<file path="src/rtl/boot_seq_pkg.sv">
`timescale 1ns/1ps
package boot_seq_pkg;
  localparam int CMD_W = 16;

  localparam logic [CMD_W-1:0] CMD_WARM_RST = 16'h00F0;
  localparam logic [CMD_W-1:0] CMD_ARM_LOAD = 16'h00E0;
  localparam logic [CMD_W-1:0] CMD_READ_ID  = 16'h0090;
  localparam logic [CMD_W-1:0] CMD_LOAD_GO  = 16'h0000;

  typedef enum logic [1:0] {
    ACT_NONE,
    ACT_RESET,
    ACT_LOAD,
    ACT_ID
  } act_e;
endpackage

</file>
<file path="src/rtl/boot_win_dec.sv">
`timescale 1ns/1ps
module boot_win_dec #(
  parameter int ADDR_W  = 16,
  parameter int NUM_WIN = 2,
  parameter logic [NUM_WIN*ADDR_W-1:0] WIN_LO = '0,
  parameter logic [NUM_WIN*ADDR_W-1:0] WIN_HI = '0
) (
  input  logic [ADDR_W-1:0] addr_i,
  output logic              hit_o
);
  logic [NUM_WIN-1:0] hits;

  for (genvar w = 0; w < NUM_WIN; w++) begin : g_win
    localparam logic [ADDR_W-1:0] LO  = WIN_LO[w*ADDR_W +: ADDR_W];
    localparam logic [ADDR_W-1:0] HI  = WIN_HI[w*ADDR_W +: ADDR_W];
    localparam logic [ADDR_W-1:0] SPAN = HI - LO;
    logic [ADDR_W-1:0] rel;
    // offset below LO wraps to a large value and fails the span test
    assign rel     = addr_i - LO;
    assign hits[w] = (rel <= SPAN);
  end

  assign hit_o = |hits;
endmodule

</file>
<file path="src/rtl/boot_cmd_dec.sv">
`timescale 1ns/1ps
module boot_cmd_dec
  import boot_seq_pkg::*;
(
  input  logic             clk_i,
  input  logic             rst_ni,
  input  logic             wr_en_i,
  input  logic             hit_i,
  input  logic [CMD_W-1:0] data_i,
  output act_e             act_o,
  output logic             pend_o,
  output logic             reset_req_o,
  output logic             load_req_o
);
  logic pend_q, pend_d;
  logic rst_req_q, load_req_q;
  act_e act;

  always_comb begin
    act    = ACT_NONE;
    pend_d = pend_q;
    if (wr_en_i && hit_i) begin
      if (pend_q) begin
        pend_d = 1'b0;
        if (data_i == CMD_LOAD_GO) act = ACT_LOAD;
      end else begin
        unique case (data_i)
          CMD_WARM_RST: act    = ACT_RESET;
          CMD_ARM_LOAD: pend_d = 1'b1;
          CMD_READ_ID:  act    = ACT_ID;
          default:      ;
        endcase
      end
    end
  end

  always_ff @(posedge clk_i or negedge rst_ni) begin
    if (!rst_ni) begin
      pend_q     <= 1'b0;
      rst_req_q  <= 1'b0;
      load_req_q <= 1'b0;
    end else begin
      pend_q     <= pend_d;
      rst_req_q  <= (act == ACT_RESET);
      load_req_q <= (act == ACT_LOAD);
    end
  end

  assign act_o       = act;
  assign pend_o      = pend_q;
  assign reset_req_o = rst_req_q;
  assign load_req_o  = load_req_q;
endmodule

</file>
<file path="src/rtl/boot_page_reg.sv">
`timescale 1ns/1ps
module boot_page_reg
  import boot_seq_pkg::*;
#(
  parameter int PAGE_W      = 16,
  parameter int PAGE_WRAP_W = 8,
  parameter int PAGE_STEP   = 4
) (
  input  logic              clk_i,
  input  logic              rst_ni,
  input  act_e              act_i,
  input  logic              pg_wr_i,
  input  logic [PAGE_W-1:0] pg_data_i,
  output logic [PAGE_W-1:0] page_o,
  output logic [PAGE_W-1:0] load_page_o
);
  localparam int HI_W = PAGE_W - PAGE_WRAP_W;

  logic [PAGE_W-1:0] page_q, load_page_q, sum, page_step;

  assign sum       = page_q + PAGE_W'(PAGE_STEP);
  assign page_step = {{HI_W{1'b0}}, sum[PAGE_WRAP_W-1:0]};

  always_ff @(posedge clk_i or negedge rst_ni) begin
    if (!rst_ni) begin
      page_q      <= '0;
      load_page_q <= '0;
    end else begin
      if (pg_wr_i)                 page_q <= pg_data_i;
      else if (act_i == ACT_LOAD)  page_q <= page_step;
      else if (act_i == ACT_RESET) page_q <= '0;
      if (act_i == ACT_LOAD) load_page_q <= page_q;
    end
  end

  assign page_o      = page_q;
  assign load_page_o = load_page_q;
endmodule

</file>
<file path="src/rtl/boot_id_seq.sv">
`timescale 1ns/1ps
module boot_id_seq #(
  parameter int ID_W    = 8,
  parameter int ID_LOCS = 3,
  parameter int DATA_W  = 16,
  localparam int IDX_W  = $clog2(ID_LOCS)
) (
  input  logic                    clk_i,
  input  logic                    rst_ni,
  input  logic                    start_i,
  input  logic [ID_LOCS*ID_W-1:0] src_i,
  output logic                    id_wr_o,
  output logic [IDX_W-1:0]        id_idx_o,
  output logic [DATA_W-1:0]       id_data_o
);
  localparam logic [IDX_W-1:0] LAST = IDX_W'(ID_LOCS - 1);

  logic                    active_q;
  logic [IDX_W-1:0]        idx_q;
  logic [ID_LOCS*ID_W-1:0] bytes_q;
  logic [ID_W-1:0]         sel;
  logic                    accept;

  // a new request is taken only when idle or on the final location
  assign accept = start_i && (!active_q || idx_q == LAST);

  always_ff @(posedge clk_i or negedge rst_ni) begin
    if (!rst_ni) begin
      active_q <= 1'b0;
      idx_q    <= '0;
      bytes_q  <= '0;
    end else if (accept) begin
      active_q <= 1'b1;
      idx_q    <= '0;
      bytes_q  <= src_i;
    end else if (active_q) begin
      if (idx_q == LAST) begin
        active_q <= 1'b0;
        idx_q    <= '0;
      end else begin
        idx_q <= idx_q + 1'b1;
      end
    end
  end

  always_comb begin
    sel = '0;
    for (int i = 0; i < ID_LOCS; i++) begin
      if (idx_q == IDX_W'(i)) sel = bytes_q[i*ID_W +: ID_W];
    end
  end

  assign id_wr_o   = active_q;
  assign id_idx_o  = idx_q;
  assign id_data_o = {{(DATA_W-ID_W){1'b0}}, sel};
endmodule

</file>
<file path="src/rtl/boot_cmd_seq.sv">
`timescale 1ns/1ps
module boot_cmd_seq
  import boot_seq_pkg::*;
#(
  parameter int ADDR_W      = 16,
  parameter int PAGE_W      = 16,
  parameter int PAGE_WRAP_W = 8,
  parameter int PAGE_STEP   = 4,
  parameter int ID_W        = 8,
  parameter int ID_LOCS     = 3,
  parameter int NUM_WIN     = 2,
  parameter logic [NUM_WIN*ADDR_W-1:0] WIN_LO = {16'h8000, 16'h0000},
  parameter logic [NUM_WIN*ADDR_W-1:0] WIN_HI = {16'h800F, 16'h01FF},
  localparam int IDX_W      = $clog2(ID_LOCS)
) (
  input  logic              clk_i,
  input  logic              rst_ni,
  input  logic              wr_en_i,
  input  logic [ADDR_W-1:0] wr_addr_i,
  input  logic [CMD_W-1:0]  wr_data_i,
  input  logic              pg_wr_i,
  input  logic [PAGE_W-1:0] pg_data_i,
  input  logic [ID_W-1:0]   mfr_id_i,
  input  logic [ID_W-1:0]   dev_id_i,
  input  logic [ID_W-1:0]   wp_stat_i,
  output logic              reset_req_o,
  output logic              load_req_o,
  output logic [PAGE_W-1:0] load_page_o,
  output logic [PAGE_W-1:0] page_o,
  output logic              id_wr_o,
  output logic [IDX_W-1:0]  id_idx_o,
  output logic [CMD_W-1:0]  id_data_o
);
  logic win_hit;
  logic load_pend;
  act_e act;

  boot_win_dec #(
    .ADDR_W (ADDR_W),
    .NUM_WIN(NUM_WIN),
    .WIN_LO (WIN_LO),
    .WIN_HI (WIN_HI)
  ) u_win (
    .addr_i(wr_addr_i),
    .hit_o (win_hit)
  );

  boot_cmd_dec u_dec (
    .clk_i      (clk_i),
    .rst_ni     (rst_ni),
    .wr_en_i    (wr_en_i),
    .hit_i      (win_hit),
    .data_i     (wr_data_i),
    .act_o      (act),
    .pend_o     (load_pend),
    .reset_req_o(reset_req_o),
    .load_req_o (load_req_o)
  );

  boot_page_reg #(
    .PAGE_W     (PAGE_W),
    .PAGE_WRAP_W(PAGE_WRAP_W),
    .PAGE_STEP  (PAGE_STEP)
  ) u_page (
    .clk_i      (clk_i),
    .rst_ni     (rst_ni),
    .act_i      (act),
    .pg_wr_i    (pg_wr_i),
    .pg_data_i  (pg_data_i),
    .page_o     (page_o),
    .load_page_o(load_page_o)
  );

  boot_id_seq #(
    .ID_W   (ID_W),
    .ID_LOCS(ID_LOCS),
    .DATA_W (CMD_W)
  ) u_id (
    .clk_i    (clk_i),
    .rst_ni   (rst_ni),
    .start_i  (act == ACT_ID),
    .src_i    ({wp_stat_i, dev_id_i, mfr_id_i}),
    .id_wr_o  (id_wr_o),
    .id_idx_o (id_idx_o),
    .id_data_o(id_data_o)
  );
endmodule

</file>
<file path="config.mk">
export PLATFORM = sky130hd
export DESIGN_NAME = boot_cmd_seq
export DESIGN_NICKNAME = d
export VERILOG_FILES = /design/src/rtl/boot_seq_pkg.sv /design/src/rtl/boot_win_dec.sv /design/src/rtl/boot_cmd_dec.sv /design/src/rtl/boot_page_reg.sv /design/src/rtl/boot_id_seq.sv /design/src/rtl/boot_cmd_seq.sv
export SDC_FILE = /design/constraint.sdc
export NUM_CORES = 1
export LEC_CHECK = 0
export BUFFER_PORTS_ARGS = -buffer_cell sky130_fd_sc_hd__buf_2
export CAP_MARGIN = 20
export CORE_ASPECT_RATIO = 1.2
export CORE_UTILIZATION = 47
export DETAILED_ROUTE_END_ITERATION = 10
export GPL_ROUTABILITY_DRIVEN = 0
export PLACE_DENSITY = 0.79
export SYNTH_ARGS = -nofsm -noshare
export SYNTH_HDL_FRONTEND = slang
export SYNTH_HIERARCHICAL = 1
export SYNTH_SLANG_ARGS = --single-unit
export TNS_END_PERCENT = 5
</file>
<file path="constraint.sdc">
create_clock -name clk_i -period 3 [get_ports clk_i]
set_input_delay 0.15 -clock clk_i [delete_from_list [all_inputs] [get_ports clk_i]]
set_output_delay 0.15 -clock clk_i [all_outputs]
set_load 0.1 [all_outputs]
</file>
==> metrics, run 1 <==
status=finished clean; cell taking the most area after synthesis=dfrtp_1; Reg-to-Reg End=u_id/bytes_q[8]$_DFFE_PN0P_; Reg clk slew, reported paths=70 ps; Yosys reg bits=62; largest net degree at the start of global routing=47; Psw=0.5937 mW; YS warnings=6; Setup TNS=0 ps; chip height=88.88 um; row count=31; Final Instance Area=3815 um^2; grt ovf=0; M3 GR Usage=0.06150; count leader, synth=dfrtp_1; first-pass GRT wire length=9970 um; initial core utilization=0.4886; Area Growth Syn to Fin=29.03%; # H-tree levels=3; Avg WL per Cell=13.58 um; register share of total power=0.457; hold crit path type=in2reg; Reg2Reg Depth=7; met1 Track Usage GR=0.2348; clk buf depth=2; area of the multi-input gates=1285 um^2; RR Startpoint=u_dec/pend_o$_DFFE_PN0P_; worst vdd ir=326.6 uV; Slew Viols, Final=0; Non-Filler Instances=465; Layout fillers=517; Final Cycle Share=0.8455; CP Capture Type=register; dominant synthesized flop cell=dfrtp_1; first-pass detailed-route iteration total=4; post-CTS setup-driven buffer insertion count=0; Clock Latency Late Sink=330 ps; share of the synthesized area in the top cell type=0.5248; vias in the first global route=2303; max-cap viol count=0; Pwr Total=1.926 mW; # DRC=0; P_int=1.333 mW; hold path cells=3; Hold Vio Cnt, Final=0; Clock Skew=8.919 ps; Final setup viols=0; sequential cell area=1551 um^2; Leakage=2.093 nW; top cells by area, synth=dfrtp_1 (52%), mux2_2 (8.0%), mux2_1 (7.6%), nand2_1 (5.0%), o21ai_0 (4.1%); Power Density=504.9 nW/um^2; WL final=6313 um; vias per cell=5.088; initial DRC count=82; number of I/O port buffers=116; R2R setup slack=890 ps; FMAX=394.2 MHz; Critical Path RT=3210 ps; sw frac=0.3082; top post-synthesis cells by count=dfrtp_1 (62), nand2_1 (39), o21ai_0 (24); Cells after DPL=448; CP Class=in2reg; Mean Syn Cell Area=11.50 um^2; layout net count=456; placed cell areas=3596 um^2; CP max-delay cell=or4_1; Critical Path Start=wr_addr_i[14]; synthesized cell area=2957 um^2; most used cell, CP=and2_1; critical-path cell list=buf_2, or4_1, a2111oi_2, and2_1, nand4_1, nor3_1, and2_1, a21boi_4, buf_12, mux2_1; hpwl dp=4573 um; initial antenna violation count=0; crit path capture=u_id/bytes_q[8]$_DFFE_PN0P_; # IOs=129; layout cell share with drive strength beyond 1=0.4360; Yosys cell types=41; CTS Sinks=62; number of flops mapped to enable cells by yosys=0; Vias=2366; Post-Route Utilization=0.6305; Critical Path Start Type=input pin; # diodes=0; Slew HR=0.5346; clock root buffer=clkbuf_8; clock power share=0.370; Async SR Flop Fraction=1.000; crit path max fanout=24; post-synthesis sequential area ratio=0.5248; post-synthesis cell count=257; RSZ-0062 raised after global routing=false; busiest layer in global routing=met2; min-delay src=pg_data_i[11]; full die area=6613 um^2; gr usage total=0.2016; crit path DAT=2750 ps; CTS tree=built; combinational share of power=0.173; met2 usage=0.3382; post-route minimum period=2537 ps; CTS Buf Count=9; antenna-violating nets left=0; core area=6051 um^2; Die Wd=74.40 um; Crit path largest cell delay=530 ps; worst slew pin tran=693.2 ps
## worst min-delay path by stage
stage | to | slack (ps)
floorplan | u_dec/load_req_o$_DFF_PN0_ | -150
global placement | u_page/page_o[3]$_DFFE_PN0P_ | 350
detailed placement | u_page/page_o[15]$_DFFE_PN0P_ | 360
CTS | u_page/page_o[15]$_DFFE_PN0P_ | 10
global route | u_page/page_o[1]$_DFFE_PN0P_ | 30
finish | u_page/page_o[11]$_DFFE_PN0P_ | 20
## what timing repair did
action,CTS,global route
resized for setup,0,0
hold endpoints to repair,0,44
hold buffers,0,1
## stage by stage
stage	hold WS [ps]	worst slack [ps]
global placement	353.7	203.3
finish	24.99	463.4
CTS	10.77	468.2
detailed placement	364.6	112.6
floorplan	-145.6	-714.4
global route	25.72	269.2
## state kept, by name, indices dropped and copies added, names as in the netlist
name and flops:
u_dec/load_req_o 1, u_dec/pend_o 1, u_dec/reset_req_o 1, u_id/bytes_q 24, u_id/id_idx_o 2, u_id/id_wr_o 1, u_page/load_page_o 16, u_page/page_o 16
## layout make-up
class,count,share of cell area
Sequential cell,62,0.4067
Clock inverter,4,0.01246
Tap cell,82,0.02689
Inverter,3,0.002952
Multi-Input combinational cell,178,0.3368
Clock buffer,11,0.03706
Timing Repair Buffer,125,0.1771
## critical path: cells and delay by family
| kind | cells | cell delay, ps |
|---|---|---|
| AND/OR/NAND/NOR | 5 | 1420 |
| AO/OA/AOI/OAI | 2 | 550 |
| multiplexers | 1 | 350 |
| buffers and inverters | 2 | 280 |
## placed cells by master (no fill, tap or decap), types with 2 or more instances in the layout
cell | synthesis | layout
and4b_1 | 3 | 3
xnor2_1 | 2 | 2
nor2_1 | 5 | 5
mux2i_1 | 8 | 8
clkinv_2 | 0 | 2
and2_1 | 2 | 2
nand2_1 | 39 | 39
a221o_1 | 3 | 3
dfrtp_1 | 62 | 62
buf_4 | 11 | 6
nor2b_1 | 3 | 3
a21o_1 | 2 | 2
inv_1 | 3 | 3
nand4_1 | 2 | 2
nor3_1 | 6 | 6
nand3_1 | 3 | 3
buf_12 | 0 | 2
buf_2 | 4 | 116
o21ai_0 | 24 | 23
conb_1 | 1 | 8
clkbuf_8 | 0 | 10
nor4_2 | 3 | 3
a21oi_1 | 2 | 2
mux2_1 | 20 | 20
mux2_2 | 21 | 21
nand2b_1 | 7 | 7
## cells by family (layout without fill, tap and decap cells)
kind of cell | after synthesis | count (layout) | share of synthesized area
AND/OR/NAND/NOR | 79 | 79 | 0.1409
flip-flops | 62 | 62 | 0.5248
multiplexers | 49 | 49 | 0.1832
AO/OA/AOI/OAI | 39 | 39 | 0.08845
buffers and inverters | 24 | 143 | 0.05120
XOR/XNOR | 2 | 2 | 0.005926
adder cells (fa/ha/maj) | 1 | 1 | 0.004231
other | 1 | 8 | 0.001268
## power by group through the flow
stage               logic (mW)  clock network, mW  registers (mW)
floorplan               0.0990                  0            1.03
global placement         0.326                  0           0.894
detailed placement       0.330                  0           0.895
CTS                      0.331              0.730           0.879
global route             0.355              0.770           0.883
finish                   0.333              0.714           0.879
## metal layers
metal | part of all wire | vias to the layer above
met5 | 0 | -
met4 | 0.014 | 0
met3 | 0.061 | 8
met2 | 0.51 | 84
met1 | 0.42 | 1141
li1 | - | 1133
(Power assumes the default switching activity.)
==> run 2: changes to the inputs <==
CORE_UTILIZATION = 43   (was 47)
PLACE_DENSITY = 0.76   (was 0.79)
clock period = 2.2 ns   (was 3 ns; I/O delays follow)
==> run 2 against run 1 <==
  * Cell count up 8.2%
  * Combinational power up 48%
  * Total power rose by 35%
  * Routed wire length increased by 17%
  * Critical path depth did not move
  * Sequential share of layout area fell by 5.3 points
  * Flip-flop and latch count unchanged
  * Non-clock buffer count rose by 34
  * Setup slack worse by 450 ps
  * Register-to-register slack lost 820 ps
  * Critical path type unchanged
  * Highest routed layer unchanged
==> metrics, run 2 (synthesized netlist as in run 1, its figures left out) <==
Final Cycle Share=0.9959; initial DRC count=147; # DRC=0; # diodes=0; # H-tree levels=3; Hold Slack=9.796 ps; FMAX=456.4 MHz; Largest register FFs=24; number of I/O port buffers=116; first-pass detailed-route iteration total=6; Pwr Total=2.609 mW; row count=32; hold path cells=3; Clock Latency Late Sink=340 ps; Leakage=2.281 nW; vias per cell=4.952; full die area=7213 um^2; antenna-violating nets left=0; worst slew pin tran=651.4 ps; vias in the first global route=2400; post-route minimum period=2191 ps; Reg clk slew, reported paths=70 ps; max-cap viol count=0; Final Instance Area=4382 um^2; placed cell areas=3879 um^2; status=finished clean; CP Class=in2reg; clock root buffer=clkbuf_8; CTS Sinks=62; CP Capture Type=register; core area=6526 um^2; Clock Skew=14.58 ps; initial core utilization=0.4530; Critical Path RT=2400 ps; Reg-to-Reg End=u_id/bytes_q[9]$_DFFE_PN0P_; Critical Path Start Type=input pin; gr usage total=0.2072; crit path DAT=2390 ps; CTS tree=built; R2R setup slack=70 ps; Power Density=595.5 nW/um^2; initial antenna violation count=0; Layout fillers=495; crit path max fanout=12; Final setup viols=0; Slew Viols, Final=0; Post-Route Utilization=0.6714; hpwl dp=5093 um; Avg WL per Cell=14.75 um; worst vdd ir=478.5 uV; post-CTS setup-driven buffer insertion count=0; layout cell share with drive strength beyond 1=0.4761; Vias=2491; Area Growth Syn to Fin=48.20%; hold crit path type=in2reg; clk buf depth=2; RR Startpoint=u_dec/pend_o$_DFFE_PN0P_; Most flops, register=u_id/bytes_q; first-pass GRT wire length=11490 um; WL final=7417 um; commonest cells after routing, fill and taps aside=buf_2 (108), dfrtp_1 (62), nand2_1 (39); RSZ-0062 raised after global routing=true; grt ovf=0; largest net degree at the start of global routing=34; Die Wd=77.70 um; chip height=92.84 um; # IOs=129; min-delay src=pg_data_i[1]; Hold Vio Cnt, Final=0; sink of the worst hold path=u_page/page_o[1]$_DFFE_PN0P_; layout net count=490; commonest non-fill, non-tap cell in the layout=buf_2; Reg2Reg Depth=7; CTS Buf Count=9; Slew HR=0.5657
[run 2: changes by cell type in the layout (fill, tap and decap cells not counted), moves of 2 or more]
| cell | change |
|---|---|
| buf_2 | -8 |
| mux2_4 | +10 |
| mux2_1 | -10 |
| o21ai_4 | +2 |
| and2_1 | -2 |
| dlygate4sd3_1 | +26 |
| and2_4 | +2 |
| o21ai_0 | -7 |
| buf_12 | +8 |
| inv_6 | +3 |
| buf_4 | +6 |
| o21ai_2 | +6 |
[run 2: report_power, final]
| group | internal, mW | switching (mW) |
|---|---|---|
| combinational | 0.132 | 0.361 |
| sequential | 1.17 | 0.0308 |
| clock | 0.447 | 0.470 |
[run 2: final cells by class]
| type | count | area, um^2 | share of cell area |
|---|---|---|---|
| Clock buffer | 10 | 137.6 | 0.03141 |
| Sequential cell | 62 | 1551 | 0.3541 |
| Inverter | 3 | 11.26 | 0.002570 |
| Multi-Input combinational cell | 178 | 1394 | 0.3181 |
| Timing Repair Buffer | 159 | 1137 | 0.2596 |
| Tap cell | 85 | 106.4 | 0.02427 |
| Clock inverter | 6 | 43.79 | 0.009994 |
[run 2: timing repair]
item	4_1_cts	5_1_grt
gates resized for setup	0	2
endpoints found under the setup margin	0	44
hold buffers	26	1
endpoints found under the hold margin	51	1
[run 2: worst max path at each step]
stage	slack, ps	cells past startpoint	end	from
6_report	9	10	u_id/bytes_q[9]$_DFFE_PN0P_	wr_addr_i[14]
5_1_grt	-80	4	id_data_o[1]	u_id/id_idx_o[0]$_DFFE_PN0P_
4_1_cts	50	10	u_id/bytes_q[9]$_DFFE_PN0P_	wr_addr_i[14]
3_5_place_dp	-310	10	u_id/bytes_q[12]$_DFFE_PN0P_	wr_addr_i[14]
3_3_place_gp	-250	10	u_id/bytes_q[5]$_DFFE_PN0P_	wr_addr_i[14]
2_1_floorplan	-240	9	u_id/bytes_q[0]$_DFFE_PN0P_	wr_addr_i[14]
[run 2: critical path: stages]
cell and delay (ps):
buf_2 90, or4_4 530, a2111oi_4 190, and2_4 190, nand3_1 100, a211oi_2 200
and2_4 180, a21boi_4 280, buf_12 180, mux2_1 340
[run 2: layer usage]
layer / global-route usage / vias to the layer above / share of wire
met5: 0 / - / 0
met4: 0.07075 / 0 / 0.0098
met3: 0.04631 / 4 / 0.057
met2: 0.3614 / 95 / 0.53
met1: 0.2506 / 1192 / 0.40
li1: - / 1200 / -
[run 2: stage by stage]
stage	TNS, ps	setup slack (ps)	std cells
after global routing	-1125	-84.33	503
after global placement	-9712	-251.1	458
after detailed placement	-12560	-311.1	458
final	0	8.936	503
after CTS	0	46.70	500
after floorplan	-7202	-239.8	264
==> run 3: changes to the inputs <==
CAP_MARGIN = 0   (was 20)
CORE_UTILIZATION = 25   (was 43)
PLACE_DENSITY = not set   (was 0.76)
==> run 3 against run 2 <==
  * First-iteration DRC count decreased by 52%
  * Clock power rose by 46%
  * Critical path depth stayed put
  * Non-clock buffer count shrank 14
  * Combinational power fell by 3%
  * Global-route usage fell by 8.0 points
  * Utilization shrank 29 points
  * Routed wire length grew 0.39%
  * Clock skew decreased by 10 ps
  * Via count is 1.4% lower
  * Flip-flop and latch count did not move
  * Critical path type unchanged
  * Largest power group is now clock
==> metrics, run 3 (synthesized netlist as in run 1, its figures left out) <==
Power Density=680.6 nW/um^2; gr usage total=0.1274; CTS Buf Count=9; commonest cells after routing, fill and taps aside=buf_2 (108), dfrtp_1 (62), nand2_1 (39); Vias=2457; hold path cells=2; layout net count=476; clk buf depth=2; area of the multi-input gates=1406 um^2; vias per cell=4.388; Avg WL per Cell=13.30 um; min-delay src=dev_id_i[4]; Reg-to-Reg End=u_id/bytes_q[14]$_DFFE_PN0P_; layout cell share with drive strength beyond 1=0.4839; Hold Vio Cnt, Final=0; # IOs=129; Clock Latency Late Sink=320 ps; # diodes=0; initial antenna violation count=0; CP Class=in2reg; crit path DAT=2330 ps; Area Growth Syn to Fin=50.15%; R2R setup slack=100 ps; status=finished clean; grt ovf=0; clock root buffer=clkbuf_16; Final Cycle Share=0.9682; RR Startpoint=u_dec/pend_o$_DFFE_PN0P_; post-CTS setup-driven buffer insertion count=0; post-route minimum period=2130 ps; Post-Route Utilization=0.3856; RSZ-0062 raised after global routing=true; Reg clk slew, reported paths=50 ps; worst slew pin tran=706.9 ps; Layout fillers=1152; max-cap viol count=0; Clock Skew=4.627 ps; first-pass GRT wire length=11720 um; initial DRC count=70; vias in the first global route=2432; hold crit path type=in2reg; Slew Viols, Final=0; row count=43; Leakage=2.260 nW; Critical Path Start=wr_addr_i[14]; # H-tree levels=3; Critical Path RT=2400 ps; Final setup viols=0; initial core utilization=0.2568; Critical Path Start Type=input pin; core area=11510 um^2; number of I/O port buffers=116; FMAX=469.5 MHz; CP Capture Type=register; full die area=12270 um^2; antenna-violating nets left=0; WL final=7446 um; placed cell areas=3954 um^2; first-pass detailed-route iteration total=4; sequential cell area=1551 um^2; Die Wd=101.3 um; Slew HR=0.5277; largest net degree at the start of global routing=40; hpwl dp=5377 um; CTS tree=built; Pwr Total=3.021 mW; chip height=121.1 um; crit path max fanout=24; commonest non-fill, non-tap cell in the layout=buf_2; worst vdd ir=302.8 uV; CTS Sinks=62; Most flops, register=u_id/bytes_q; Final Instance Area=4439 um^2; Reg2Reg Depth=7; Largest register FFs=24; # DRC=0; sink of the worst hold path=u_id/bytes_q[12]$_DFFE_PN0P_
run 3: changes by cell type in the layout (fill, tap and decap cells not counted), sizes merged:
cell | before | now
dlygate4sd3 | 27 | 17
clkbuf | 11 | 15
buf | 131 | 128
inv | 6 | 3
clkinv | 2 | 0
clkinvlp | 1 | 0
run 3: layer usage:
| metal | up-vias | global-route usage | wire length (um) |
|---|---|---|---|
| met2 | 86 | 0.2100 | 3677 |
| li1 | 1178 | - | - |
| met3 | 10 | 0.04090 | 469 |
| met5 | - | 0 | 0 |
| met4 | 0 | 0.06159 | 129 |
| met1 | 1183 | 0.1480 | 3170 |
run 3: layout make-up:
cell class / count / area share
flip-flops and latches: 62 / 0.3495
repair buffers: 145 / 0.2221
well taps: 157 / 0.04425
inverters: 3 / 0.002537
multi-input cells: 178 / 0.3168
clock buffers: 15 / 0.06483
run 3: timing repair:
action,in CTS,in global routing
setup endpoints to repair,0,42
hold endpoints to repair,39,0
hold buffers,17,0
resized for setup,0,5
run 3: worst max-delay path by stage:
| stage | end | slack, ps | cells after the start |
|---|---|---|---|
| 3_3_place_gp | u_id/bytes_q[3]$_DFFE_PN0P_ | -280 | 10 |
| 2_1_floorplan | u_id/bytes_q[0]$_DFFE_PN0P_ | -240 | 9 |
| 5_1_grt | u_page/load_page_o[12]$_DFFE_PN0P_ | -40 | 10 |
| 4_1_cts | u_id/bytes_q[11]$_DFFE_PN0P_ | 20 | 10 |
| 6_report | u_id/bytes_q[14]$_DFFE_PN0P_ | 70 | 10 |
| 3_5_place_dp | u_id/bytes_q[13]$_DFFE_PN0P_ | -320 | 10 |
run 3: per-stage QoR:
step / std cells / setup TNS, ps / hold slack (ps) / setup WS (ps)
after floorplan: 264 / -7202 / -185.6 / -239.8
after global placement: 528 / -11400 / 142.2 / -281.8
after detailed placement: 528 / -13030 / 147.9 / -322.1
after CTS: 560 / 0 / 0.1165 / 17.87
after global routing: 560 / -471.0 / 3.854 / -36.82
final: 560 / 0 / 9.403 / 70.00
run 3: where the power goes:
group	total, mW	leakage (nW)	internal [mW]	switching, mW
registers	1.20	0.822	1.17	0.0311
logic	0.481	1.30	0.122	0.359
clock network	1.34	0.142	0.879	0.459
total	3.02	2.26	2.17	0.849
run 3: worst max-delay path, stage by stage:
cell and delay, ps:
buf_2 100, or4_4 530, a2111oi_4 190, and2_4 200, nand3_2 70, a211oi_2 200
and2_4 180, a21boi_4 180, buf_12 210, mux2_1 350
